[config.mk]
export PLATFORM = sky130hd
export DESIGN_NAME = irq_edge_combiner
export DESIGN_NICKNAME = d
export VERILOG_FILES = /design/src/rtl/irqagg_pkg.sv /design/src/rtl/irqagg_rst_sync.sv /design/src/rtl/irqagg_group.sv /design/src/rtl/irqagg_master.sv /design/src/rtl/irqagg_edge.sv /design/src/rtl/irq_edge_combiner.sv
export SDC_FILE = /design/constraint.sdc
export NUM_CORES = 1
export LEC_CHECK = 0
export BUFFER_PORTS_ARGS = -buffer_cell sky130_fd_sc_hd__buf_4
export CORE_ASPECT_RATIO = 1.75
export CORE_MARGIN = 2
export CORE_UTILIZATION = 40
export DETAILED_ROUTE_END_ITERATION = 8
export PLACE_DENSITY = 0.65
export SLEW_MARGIN = 10
export SYNTH_ARGS = -nofsm -noshare
export SYNTH_HDL_FRONTEND = slang
export SYNTH_SLANG_ARGS = --single-unit
[constraint.sdc]
create_clock -name clk -period 11.9 [get_ports clk]
set_input_delay 2.38 -clock clk [delete_from_list [all_inputs] [get_ports clk]]
set_output_delay 2.38 -clock clk [all_outputs]
set_load 0.01 [all_outputs]
[src/rtl/irqagg_pkg.sv]
package irqagg_pkg;

  localparam int unsigned ADDR_W     = 3;
  localparam int unsigned NUM_GROUPS = 3;

  typedef enum logic [1:0] {
    GRP_DISP = 2'd0,
    GRP_ENG  = 2'd1,
    GRP_PWR  = 2'd2
  } grp_e;

  localparam logic [ADDR_W-1:0] ADDR_MASTER = 3'd6;

  // status at even address, enable at the odd address after it
  function automatic logic [ADDR_W-1:0] stat_addr(input int unsigned g);
    return ADDR_W'(2 * g);
  endfunction

  function automatic logic [ADDR_W-1:0] en_addr(input int unsigned g);
    return ADDR_W'(2 * g + 1);
  endfunction

endpackage

[src/rtl/irqagg_rst_sync.sv]
module irqagg_rst_sync (
  input  logic clk,
  input  logic rst_n_i,
  output logic rst_n_o
);

  logic [1:0] sync_q;

  always_ff @(posedge clk or negedge rst_n_i) begin
    if (!rst_n_i) begin
      sync_q <= 2'b00;
    end else begin
      sync_q <= {sync_q[0], 1'b1};
    end
  end

  assign rst_n_o = sync_q[1];

endmodule

[src/rtl/irqagg_group.sv]
module irqagg_group
  import irqagg_pkg::*;
#(
  parameter int unsigned       WIDTH     = 32,
  parameter logic [ADDR_W-1:0] STAT_ADDR = '0,
  parameter logic [ADDR_W-1:0] EN_ADDR   = 3'd1
) (
  input  logic              clk,
  input  logic              rst_n,
  input  logic [WIDTH-1:0]  src,
  input  logic              wr_en,
  input  logic [ADDR_W-1:0] wr_addr,
  input  logic [WIDTH-1:0]  wr_data,
  output logic [WIDTH-1:0]  stat_o,
  output logic [WIDTH-1:0]  en_o,
  output logic              pend_o
);

  logic [WIDTH-1:0] stat_q, stat_d;
  logic [WIDTH-1:0] en_q, en_d;
  logic [WIDTH-1:0] clr_mask;
  logic             hit_stat, hit_en;
  logic             stat_ce, en_ce;

  always_comb begin
    hit_stat = wr_en && (wr_addr == STAT_ADDR);
    hit_en   = wr_en && (wr_addr == EN_ADDR);
    clr_mask = hit_stat ? wr_data : '0;
    // a source set in the same cycle wins over the clear
    stat_d   = (stat_q & ~clr_mask) | src;
    stat_ce  = hit_stat || (|src);
    en_d     = wr_data;
    en_ce    = hit_en;
  end

  always_ff @(posedge clk or negedge rst_n) begin
    if (!rst_n) begin
      stat_q <= '0;
    end else if (stat_ce) begin
      stat_q <= stat_d;
    end
  end

  always_ff @(posedge clk or negedge rst_n) begin
    if (!rst_n) begin
      en_q <= '0;
    end else if (en_ce) begin
      en_q <= en_d;
    end
  end

  assign stat_o = stat_q;
  assign en_o   = en_q;
  assign pend_o = |(stat_q & en_q);

endmodule

[src/rtl/irqagg_master.sv]
module irqagg_master
  import irqagg_pkg::*;
#(
  parameter int unsigned       WIDTH = 32,
  parameter logic [ADDR_W-1:0] ADDR  = ADDR_MASTER
) (
  input  logic              clk,
  input  logic              rst_n,
  input  logic              wr_en,
  input  logic [ADDR_W-1:0] wr_addr,
  input  logic [WIDTH-1:0]  wr_data,
  output logic              master_o
);

  localparam int unsigned EN_BIT = WIDTH - 1;

  logic master_q, master_d, master_ce;

  always_comb begin
    master_ce = wr_en && (wr_addr == ADDR);
    master_d  = wr_data[EN_BIT];
  end

  always_ff @(posedge clk or negedge rst_n) begin
    if (!rst_n) begin
      master_q <= 1'b0;
    end else if (master_ce) begin
      master_q <= master_d;
    end
  end

  assign master_o = master_q;

endmodule

[src/rtl/irqagg_edge.sv]
module irqagg_edge (
  input  logic clk,
  input  logic rst_n,
  input  logic cond_i,
  output logic cond_q_o,
  output logic irq_o
);

  logic cond_q, cond_qq, irq_q;
  logic irq_d;

  always_comb begin
    irq_d = cond_q & ~cond_qq;
  end

  always_ff @(posedge clk or negedge rst_n) begin
    if (!rst_n) begin
      cond_q  <= 1'b0;
      cond_qq <= 1'b0;
      irq_q   <= 1'b0;
    end else begin
      cond_q  <= cond_i;
      cond_qq <= cond_q;
      irq_q   <= irq_d;
    end
  end

  assign cond_q_o = cond_q;
  assign irq_o    = irq_q;

endmodule

[src/rtl/irq_edge_combiner.sv]
module irq_edge_combiner
  import irqagg_pkg::*;
#(
  parameter int unsigned WIDTH = 32
) (
  input  logic              clk,
  input  logic              rst_n,
  input  logic [WIDTH-1:0]  disp_src,
  input  logic [WIDTH-1:0]  eng_src,
  input  logic [WIDTH-1:0]  pwr_src,
  input  logic              reg_wr,
  input  logic [ADDR_W-1:0] reg_addr,
  input  logic [WIDTH-1:0]  reg_wdata,
  output logic [WIDTH-1:0]  reg_rdata,
  output logic              cpu_irq
);

  localparam int unsigned IDX_DISP = int'(GRP_DISP);
  localparam int unsigned IDX_ENG  = int'(GRP_ENG);
  localparam int unsigned IDX_PWR  = int'(GRP_PWR);

  logic                  rst_n_sync;
  logic [WIDTH-1:0]      src_arr  [NUM_GROUPS];
  logic [WIDTH-1:0]      stat_arr [NUM_GROUPS];
  logic [WIDTH-1:0]      en_arr   [NUM_GROUPS];
  logic [NUM_GROUPS-1:0] pend_vec;
  logic                  master_en;
  logic                  cond_comb;
  logic                  cond_q;
  logic [WIDTH-1:0]      disp_stat;
  logic [WIDTH-1:0]      disp_en;

  irqagg_rst_sync u_rst_sync (
    .clk     (clk),
    .rst_n_i (rst_n),
    .rst_n_o (rst_n_sync)
  );

  always_comb begin
    src_arr[IDX_DISP] = disp_src;
    src_arr[IDX_ENG]  = eng_src;
    src_arr[IDX_PWR]  = pwr_src;
  end

  for (genvar g = 0; g < NUM_GROUPS; g++) begin : g_grp
    irqagg_group #(
      .WIDTH     (WIDTH),
      .STAT_ADDR (stat_addr(g)),
      .EN_ADDR   (en_addr(g))
    ) u_group (
      .clk     (clk),
      .rst_n   (rst_n_sync),
      .src     (src_arr[g]),
      .wr_en   (reg_wr),
      .wr_addr (reg_addr),
      .wr_data (reg_wdata),
      .stat_o  (stat_arr[g]),
      .en_o    (en_arr[g]),
      .pend_o  (pend_vec[g])
    );
  end

  irqagg_master #(
    .WIDTH (WIDTH),
    .ADDR  (ADDR_MASTER)
  ) u_master (
    .clk      (clk),
    .rst_n    (rst_n_sync),
    .wr_en    (reg_wr),
    .wr_addr  (reg_addr),
    .wr_data  (reg_wdata),
    .master_o (master_en)
  );

  // display bypasses the master gate; engine and power go through it
  always_comb begin
    cond_comb = pend_vec[IDX_DISP] |
                ((pend_vec[IDX_ENG] | pend_vec[IDX_PWR]) & master_en);
  end

  irqagg_edge u_edge (
    .clk      (clk),
    .rst_n    (rst_n_sync),
    .cond_i   (cond_comb),
    .cond_q_o (cond_q),
    .irq_o    (cpu_irq)
  );

  always_comb begin
    reg_rdata = '0;
    for (int unsigned g = 0; g < NUM_GROUPS; g++) begin
      if (reg_addr == stat_addr(g)) reg_rdata = stat_arr[g];
      if (reg_addr == en_addr(g))   reg_rdata = en_arr[g];
    end
    if (reg_addr == ADDR_MASTER) reg_rdata = {master_en, {(WIDTH-1){1'b0}}};
  end

  assign disp_stat = stat_arr[IDX_DISP];
  assign disp_en   = en_arr[IDX_DISP];

endmodule

### After elaboration in Yosys (flattened, before gate mapping)

Cells that the tools add are included.

| operators by class | value |
|---|---|
| eq/ne operators | 6 |
| multiplexer cells | 10 |
| bitwise operators | 17 |
| reductions and logical operators | 17 |

Operator list:

| operator | number |
|---|---|
| 32-bit two-way mux | 10 |
| 32-bit bitwise AND | 6 |
| 32-bit OR reduction | 6 |
| 32-bit inverter | 3 |
| 32-bit bitwise OR | 3 |
| 3-bit equality test (second input constant) | 3 |
| 1-bit logical AND | 7 |
| 3-bit by 2-bit equality test with 1-bit output (second input constant) | 2 |
| 3-bit by 1-bit equality test with 1-bit output (second input constant) | 1 |
| 3-bit logical NOT | 1 |
| 1-bit logical OR | 3 |
| 1-bit bitwise AND | 2 |
| 1-bit bitwise OR | 2 |
| 1-bit inverter | 1 |

| storage, ports and cells | value |
|---|---|
| register bits | 198 |
| bits of input ports | 134 |
| output and inout port bits | 33 |
| logic and storage cells | 61 |

### Depth between registers and ports, before layout

| depth | value |
|---|---|
| depth after elaboration | 8 |
| gate-level depth with buffers | 6 |
| gate-level depth less buffers | 5 |

### Hierarchy

From an unflattened synthesis, not the netlist that was laid out.

| unflattened totals | value |
|---|---|
| cell total of the unflattened synthesis | 743 |
| area total of the unflattened synthesis | 9708.1 µm² |

By module, submodules not included:

| module | times used | cells each | area an instance (µm²) | seq. area each (µm²) |
|---|---|---|---|---|
| irqagg_group (g_grp[0].u_group) | 1 | 190 | 2722.6 | 1601.5 |
| irqagg_group (g_grp[1].u_group) | 1 | 190 | 2577.5 | 1601.5 |
| irqagg_group (g_grp[2].u_group) | 1 | 190 | 2556.2 | 1601.5 |
| irq_edge_combiner | 1 | 163 | 1664.1 | 0.0 |
| irqagg_edge | 1 | 4 | 88.8 | 75.1 |
| irqagg_rst_sync | 1 | 3 | 53.8 | 50.0 |
| irqagg_master | 1 | 3 | 45.0 | 25.0 |

### Worst setup path before layout

Ideal clock, no wire load.

| timing | value |
|---|---|
| path type | input-to-output |
| from | in reg_addr[0] |
| to | out reg_rdata[12] |
| data arrival time | 3.579 ns |
| data required time | 9.520 ns |
| path slack | 5.941 ns |
| stages on the path | 5 |
| path buffers | 3 |
| path through | buf_2 buf_2 clkbuf_1 mux2i_1 o22ai_1 |

| between the ends | value |
|---|---|
| cells in the longest elaborated chain, start to end | 8 |

RTL lines:

| what | RTL line | text |
|---|---|---|
| start: declaration | irq_edge_combiner.sv:12 | `input logic [ADDR_W-1:0] reg_addr,` |
| 3-bit logical NOT | irq_edge_combiner.sv:92 | `if (reg_addr == stat_addr(g)) reg_rdata = stat_arr[g];` |
| 32-bit two-way mux | irq_edge_combiner.sv:92 |  |
| 32-bit two-way mux | irq_edge_combiner.sv:93 | `if (reg_addr == en_addr(g)) reg_rdata = en_arr[g];` |
| 32-bit two-way mux | irq_edge_combiner.sv:92 |  |
| 32-bit two-way mux | irq_edge_combiner.sv:93 |  |
| 32-bit two-way mux | irq_edge_combiner.sv:92 |  |
| 32-bit two-way mux | irq_edge_combiner.sv:93 |  |
| 32-bit two-way mux (*) | irq_edge_combiner.sv:95 | `if (reg_addr == ADDR_MASTER) reg_rdata = {master_en, {(WIDTH-1){1'b0}}};` |
| end: declaration | irq_edge_combiner.sv:14 | `output logic [WIDTH-1:0] reg_rdata,` |

Mark *: on every way between the ends. The rest lies on a longest branch, timed or not.

### Worst setup path in the final report

| timing | value |
|---|---|
| from | in reg_addr[0] |
| to | out reg_rdata[21] |

Same word-level chain as after synthesis.

==> impl_summary.log <==
INFO  metric power.share.sequential = 47.6%
INFO  metric hold_viol_final = 0
INFO  metric globalRouteTotalUtil = 23.93%
INFO  metric syn-instance-count = 728
INFO  metric avgRoutedWirePerCell = 23.69 µm
INFO  metric final-instance-count-excl-fill = 1201
INFO  metric initial_core_util = 40.74%
INFO  metric run_status = finished clean
INFO  metric leakage = 4.723 nW
INFO  metric gpl.final_weighted_congestion = 0.8624
INFO  metric inserted_diodes = 0
INFO  metric die_height = 205.3 µm
INFO  metric placed_cell_count = 1169
INFO  metric worst_path_largest_cell_delay = 0.73 ns
INFO  metric postPlaceCellArea = 0.01085 mm²
INFO  metric timing.final.crit_share = 58.69%
INFO  metric syn_to_final_growth = 23.78%
INFO  metric number_of_global_route_vias_before_repair = 7082
INFO  metric finalWirelength = 28450 µm
INFO  metric post-route-drc-count = 0
INFO  metric yosys_warnings = 0
INFO  metric tns = 0 ns
INFO  metric critical_path.most_common_cell = sky130_fd_sc_hd__buf_4
INFO  metric slew_violations = 0
INFO  metric pwr_density_cell = 152.6 mW/mm²
INFO  metric number_of_sinks_on_the_clock_net = 198
INFO  metric remaining_overflow_grt = 0
INFO  metric synth.net_count = 862
INFO  metric worst_ep_required_time = 9.52 ns
INFO  metric crit_path_cell_trace = buf_4 -> buf_4 -> mux4_2 -> inv_1 -> o22ai_1 -> buf_4
INFO  metric row_count = 73
INFO  metric hold_path_class = reg -> async
INFO  metric worst-slew-pin-transition = 1.051 ns
INFO  metric synth_area_leader_cell = sky130_fd_sc_hd__dfrtp_1
INFO  metric post-route-util = 50.43%
INFO  metric power.net_switching = 0.0004829 W
INFO  metric largest_net_degree_at_the_start_of_global_routing = 83
INFO  metric tritoncts_clock_tree = built
INFO  metric clock_path_buffers = 2
INFO  metric relSlewSlack = 29.95%
INFO  metric dr.first_iter.drc_count = 431
INFO  metric worst-setup-path-type = in -> out
INFO  metric synth_area_per_cell = 12.73 µm²
INFO  metric cp_top_family = buffers and inverters
INFO  metric clock_insertion_delay_worst_skew = 0.45 ns
INFO  metric postRouteAntennaNets = 0
INFO  metric core_area = 0.02274 mm²
INFO  metric clk_transition_reported_paths = 0.07 ns
INFO  metric post_synth_main_area_contributors = sky130_fd_sc_hd__dfrtp_1 (53%), sky130_fd_sc_hd__mux2_2 (9.2%), sky130_fd_sc_hd__a21o_1 (7.8%), sky130_fd_sc_hd__mux4_2 (7.5%), sky130_fd_sc_hd__nand2_1 (4.0%)
INFO  metric cts.repair_timing.setup_buffer_count = 0
INFO  metric grt_first_pass_wirelength = 42770 µm
INFO  metric kind_of_end_point_of_the_critical_path = output pin
INFO  metric top_level_ports = 167
INFO  metric detailedRoute.firstPassIterationCount = 5
INFO  metric hpwlAfterDp = 20390 µm
INFO  metric num-nets-final = 1022
INFO  metric crit_path_max_fanout = 47
INFO  metric port_buffers = 166
INFO  metric synthesis.area = 0.009266 mm²
INFO  metric holdBufCountCts = 0
INFO  metric share_clk_of_total_power = 35.0%
INFO  metric post-route-cell-area = 0.01147 mm²
INFO  metric rsz_0062_raised_after_global_routing = no
INFO  metric post-place-ws = 4.938 ns
INFO  metric max_cap_viol_count = 0
INFO  metric sw_frac_of_total = 27.58%
INFO  metric clockRootBuffer = sky130_fd_sc_hd__clkbuf_16
INFO  metric synth-seq-area-share = 53.47%
INFO  metric tritoncts.num_buffers = 17
INFO  metric postSynthRegisterBits = 198
INFO  metric die-area = 0.02445 mm²
INFO  metric ir_drop = 0.09276 mV
INFO  metric final_setup_violation_count = 0
INFO  metric vias = 6783
INFO  metric antenna_found_initial = 0
INFO  metric final_layout_size_suffix_gt1_share = 36.63%
INFO  metric postLayoutSetupSlackWorst = 4.916 ns
INFO  metric max_freq = 0.1432 GHz
INFO  metric worst-endpoint-arrival = 4.60 ns
INFO  metric worst-path-buf-inv = 4
INFO  metric htree_num_levels = 4
INFO  metric synthDistinctLibCells = 30
INFO  metric cellInternalPower = 0.001268 W
INFO  metric skew = 0.01050 ns
INFO  metric synthDominantCellAreaShare = 53.47%
INFO  metric die_width = 119.1 µm
INFO  metric power.share.combinational = 17.4%
INFO  metric slowest_stage = sky130_fd_sc_hd__buf_4
INFO  metric cts_repair_resize_count = 0
INFO  metric detail_route.vias_per_cell = 5.648
INFO  metric period_minus_ws_final = 6.984 ns
INFO  metric timing.critical_path.from_type = primary input
[through the flow]
step,power [W],hold slack [ns]
floorplan,0.0009993,0.3312
global route,0.001823,0.3698
finish,0.001751,0.3471
CTS,0.001764,0.3554
global placement,0.001146,0.3375
detailed placement,0.001152,0.3403
[worst register-to-register path, stage by stage (launching register included)]
cell and delay, ns:
sky130_fd_sc_hd__dfrtp_4 0.84, sky130_fd_sc_hd__buf_4 0.96, sky130_fd_sc_hd__buf_4 0.88
[registers in the layout (all words and copies together) (netlist names)]
| register | count |
|---|---|
| g_grp.u_group.en_o | 96 |
| g_grp.u_group.stat_o | 96 |
| u_rst_sync.sync_q | 2 |
| u_edge.cond_q_o | 1 |
| u_edge.cond_qq | 1 |
| u_edge.irq_o | 1 |
| u_master.master_o | 1 |
[final timing paths]
path	from	end	slack, ns	cells after the start
hold reg to reg	u_rst_sync.sync_q[1]	g_grp[0].u_group.stat_o[1]	0.35	0
max in group asynchronous	u_rst_sync.sync_q[1]	g_grp[0].u_group.stat_o[5]	9.22	2
setup / recovery	reg_addr[0]	reg_rdata[21]	4.92	6
hold / removal	u_rst_sync.sync_q[1]	g_grp[0].u_group.stat_o[1]	0.35	0
min in group clk	u_rst_sync.sync_q[0]	u_rst_sync.sync_q[1]	0.35	0
setup reg to reg	u_rst_sync.sync_q[1]	g_grp[0].u_group.stat_o[5]	9.22	2
[cell families after synthesis]
kind of cell           Yosys count  share of synthesized area [%]
AO/OA/AOI/OAI                  182                          15.43
other                            1                        0.04047
flip-flops                     198                          53.47
buffers and inverters           70                          3.025
multiplexers                   159                          22.67
AND/OR/NAND/NOR                118                          5.361
[power groups by stage]
stage,clock network (W),logic (W),registers [W]
global placement,0,0.000302,0.000844
CTS,0.000623,0.000308,0.000833
detailed placement,0,0.000306,0.000846
floorplan,0,0.000181,0.000819
global route,0.000653,0.000326,0.000844
finish,0.000613,0.000305,0.000834
[cell type report]
type | instances | area (µm²)
flip-flops and latches | 198 | 4959
fillers | 2027 | 11270
clock buffers | 20 | 456.7
well taps | 300 | 375.4
multi-input cells | 460 | 4053
repair buffers | 178 | 1336
inverters | 33 | 123.9
clock inverters | 12 | 166.4
[synthesized netlist by cell type]
master	count
sky130_fd_sc_hd__a211o_1	1
sky130_fd_sc_hd__or3_1	1
sky130_fd_sc_hd__nor2_1	2
sky130_fd_sc_hd__conb_1	1
sky130_fd_sc_hd__nand4b_1	2
sky130_fd_sc_hd__inv_1	32
sky130_fd_sc_hd__mux2_2	76
sky130_fd_sc_hd__buf_1	1
sky130_fd_sc_hd__o22ai_1	31
sky130_fd_sc_hd__a221oi_2	8
sky130_fd_sc_hd__a22o_1	24
sky130_fd_sc_hd__nor3b_1	1
sky130_fd_sc_hd__or4_1	1
sky130_fd_sc_hd__a21o_1	96
sky130_fd_sc_hd__nand4_1	7
sky130_fd_sc_hd__clkbuf_1	22
sky130_fd_sc_hd__a21oi_1	1
sky130_fd_sc_hd__buf_2	14
sky130_fd_sc_hd__nor3b_2	1
sky130_fd_sc_hd__o21ai_0	3
sky130_fd_sc_hd__nand2_1	99
sky130_fd_sc_hd__dfrtp_1	198
sky130_fd_sc_hd__a211oi_1	1
sky130_fd_sc_hd__a221oi_1	17
sky130_fd_sc_hd__mux2i_1	31
sky130_fd_sc_hd__nor3_1	2
sky130_fd_sc_hd__mux4_2	31
sky130_fd_sc_hd__inv_2	1
sky130_fd_sc_hd__mux2_1	21
sky130_fd_sc_hd__nor2b_1	2
[layout by cell type (no fill, tap or decap), types with 2 or more instances in the layout]
| cell | count |
|---|---|
| sky130_fd_sc_hd__nor2b_1 | 2 |
| sky130_fd_sc_hd__clkinvlp_4 | 2 |
| sky130_fd_sc_hd__dfrtp_1 | 197 |
| sky130_fd_sc_hd__nand4b_1 | 2 |
| sky130_fd_sc_hd__inv_6 | 4 |
| sky130_fd_sc_hd__bufinv_16 | 3 |
| sky130_fd_sc_hd__inv_1 | 32 |
| sky130_fd_sc_hd__nor2_1 | 2 |
| sky130_fd_sc_hd__clkbuf_8 | 2 |
| sky130_fd_sc_hd__a221oi_2 | 8 |
| sky130_fd_sc_hd__nand2_1 | 99 |
| sky130_fd_sc_hd__mux2_2 | 76 |
| sky130_fd_sc_hd__nand4_1 | 7 |
| sky130_fd_sc_hd__a22o_1 | 24 |
| sky130_fd_sc_hd__a221oi_1 | 17 |
| sky130_fd_sc_hd__mux2_1 | 21 |
| sky130_fd_sc_hd__nor3_2 | 2 |
| sky130_fd_sc_hd__o22ai_1 | 31 |
| sky130_fd_sc_hd__clkinv_4 | 3 |
| sky130_fd_sc_hd__a21o_1 | 96 |
| sky130_fd_sc_hd__mux4_2 | 31 |
| sky130_fd_sc_hd__buf_4 | 178 |
| sky130_fd_sc_hd__mux2i_1 | 31 |
| sky130_fd_sc_hd__o21ai_0 | 3 |
| sky130_fd_sc_hd__clkbuf_16 | 17 |
[layer usage]
metal | track usage (%) | share of wire, % | vias to the layer above
met5 | 0 | 0 | -
met4 | 10.42 | 3.9 | 0
met3 | 3.991 | 4.0 | 48
met2 | 43.51 | 55 | 216
met1 | 27.55 | 37 | 3510
li1 | - | - | 3009
No activity file was read; power rests on OpenSTA's default activity.
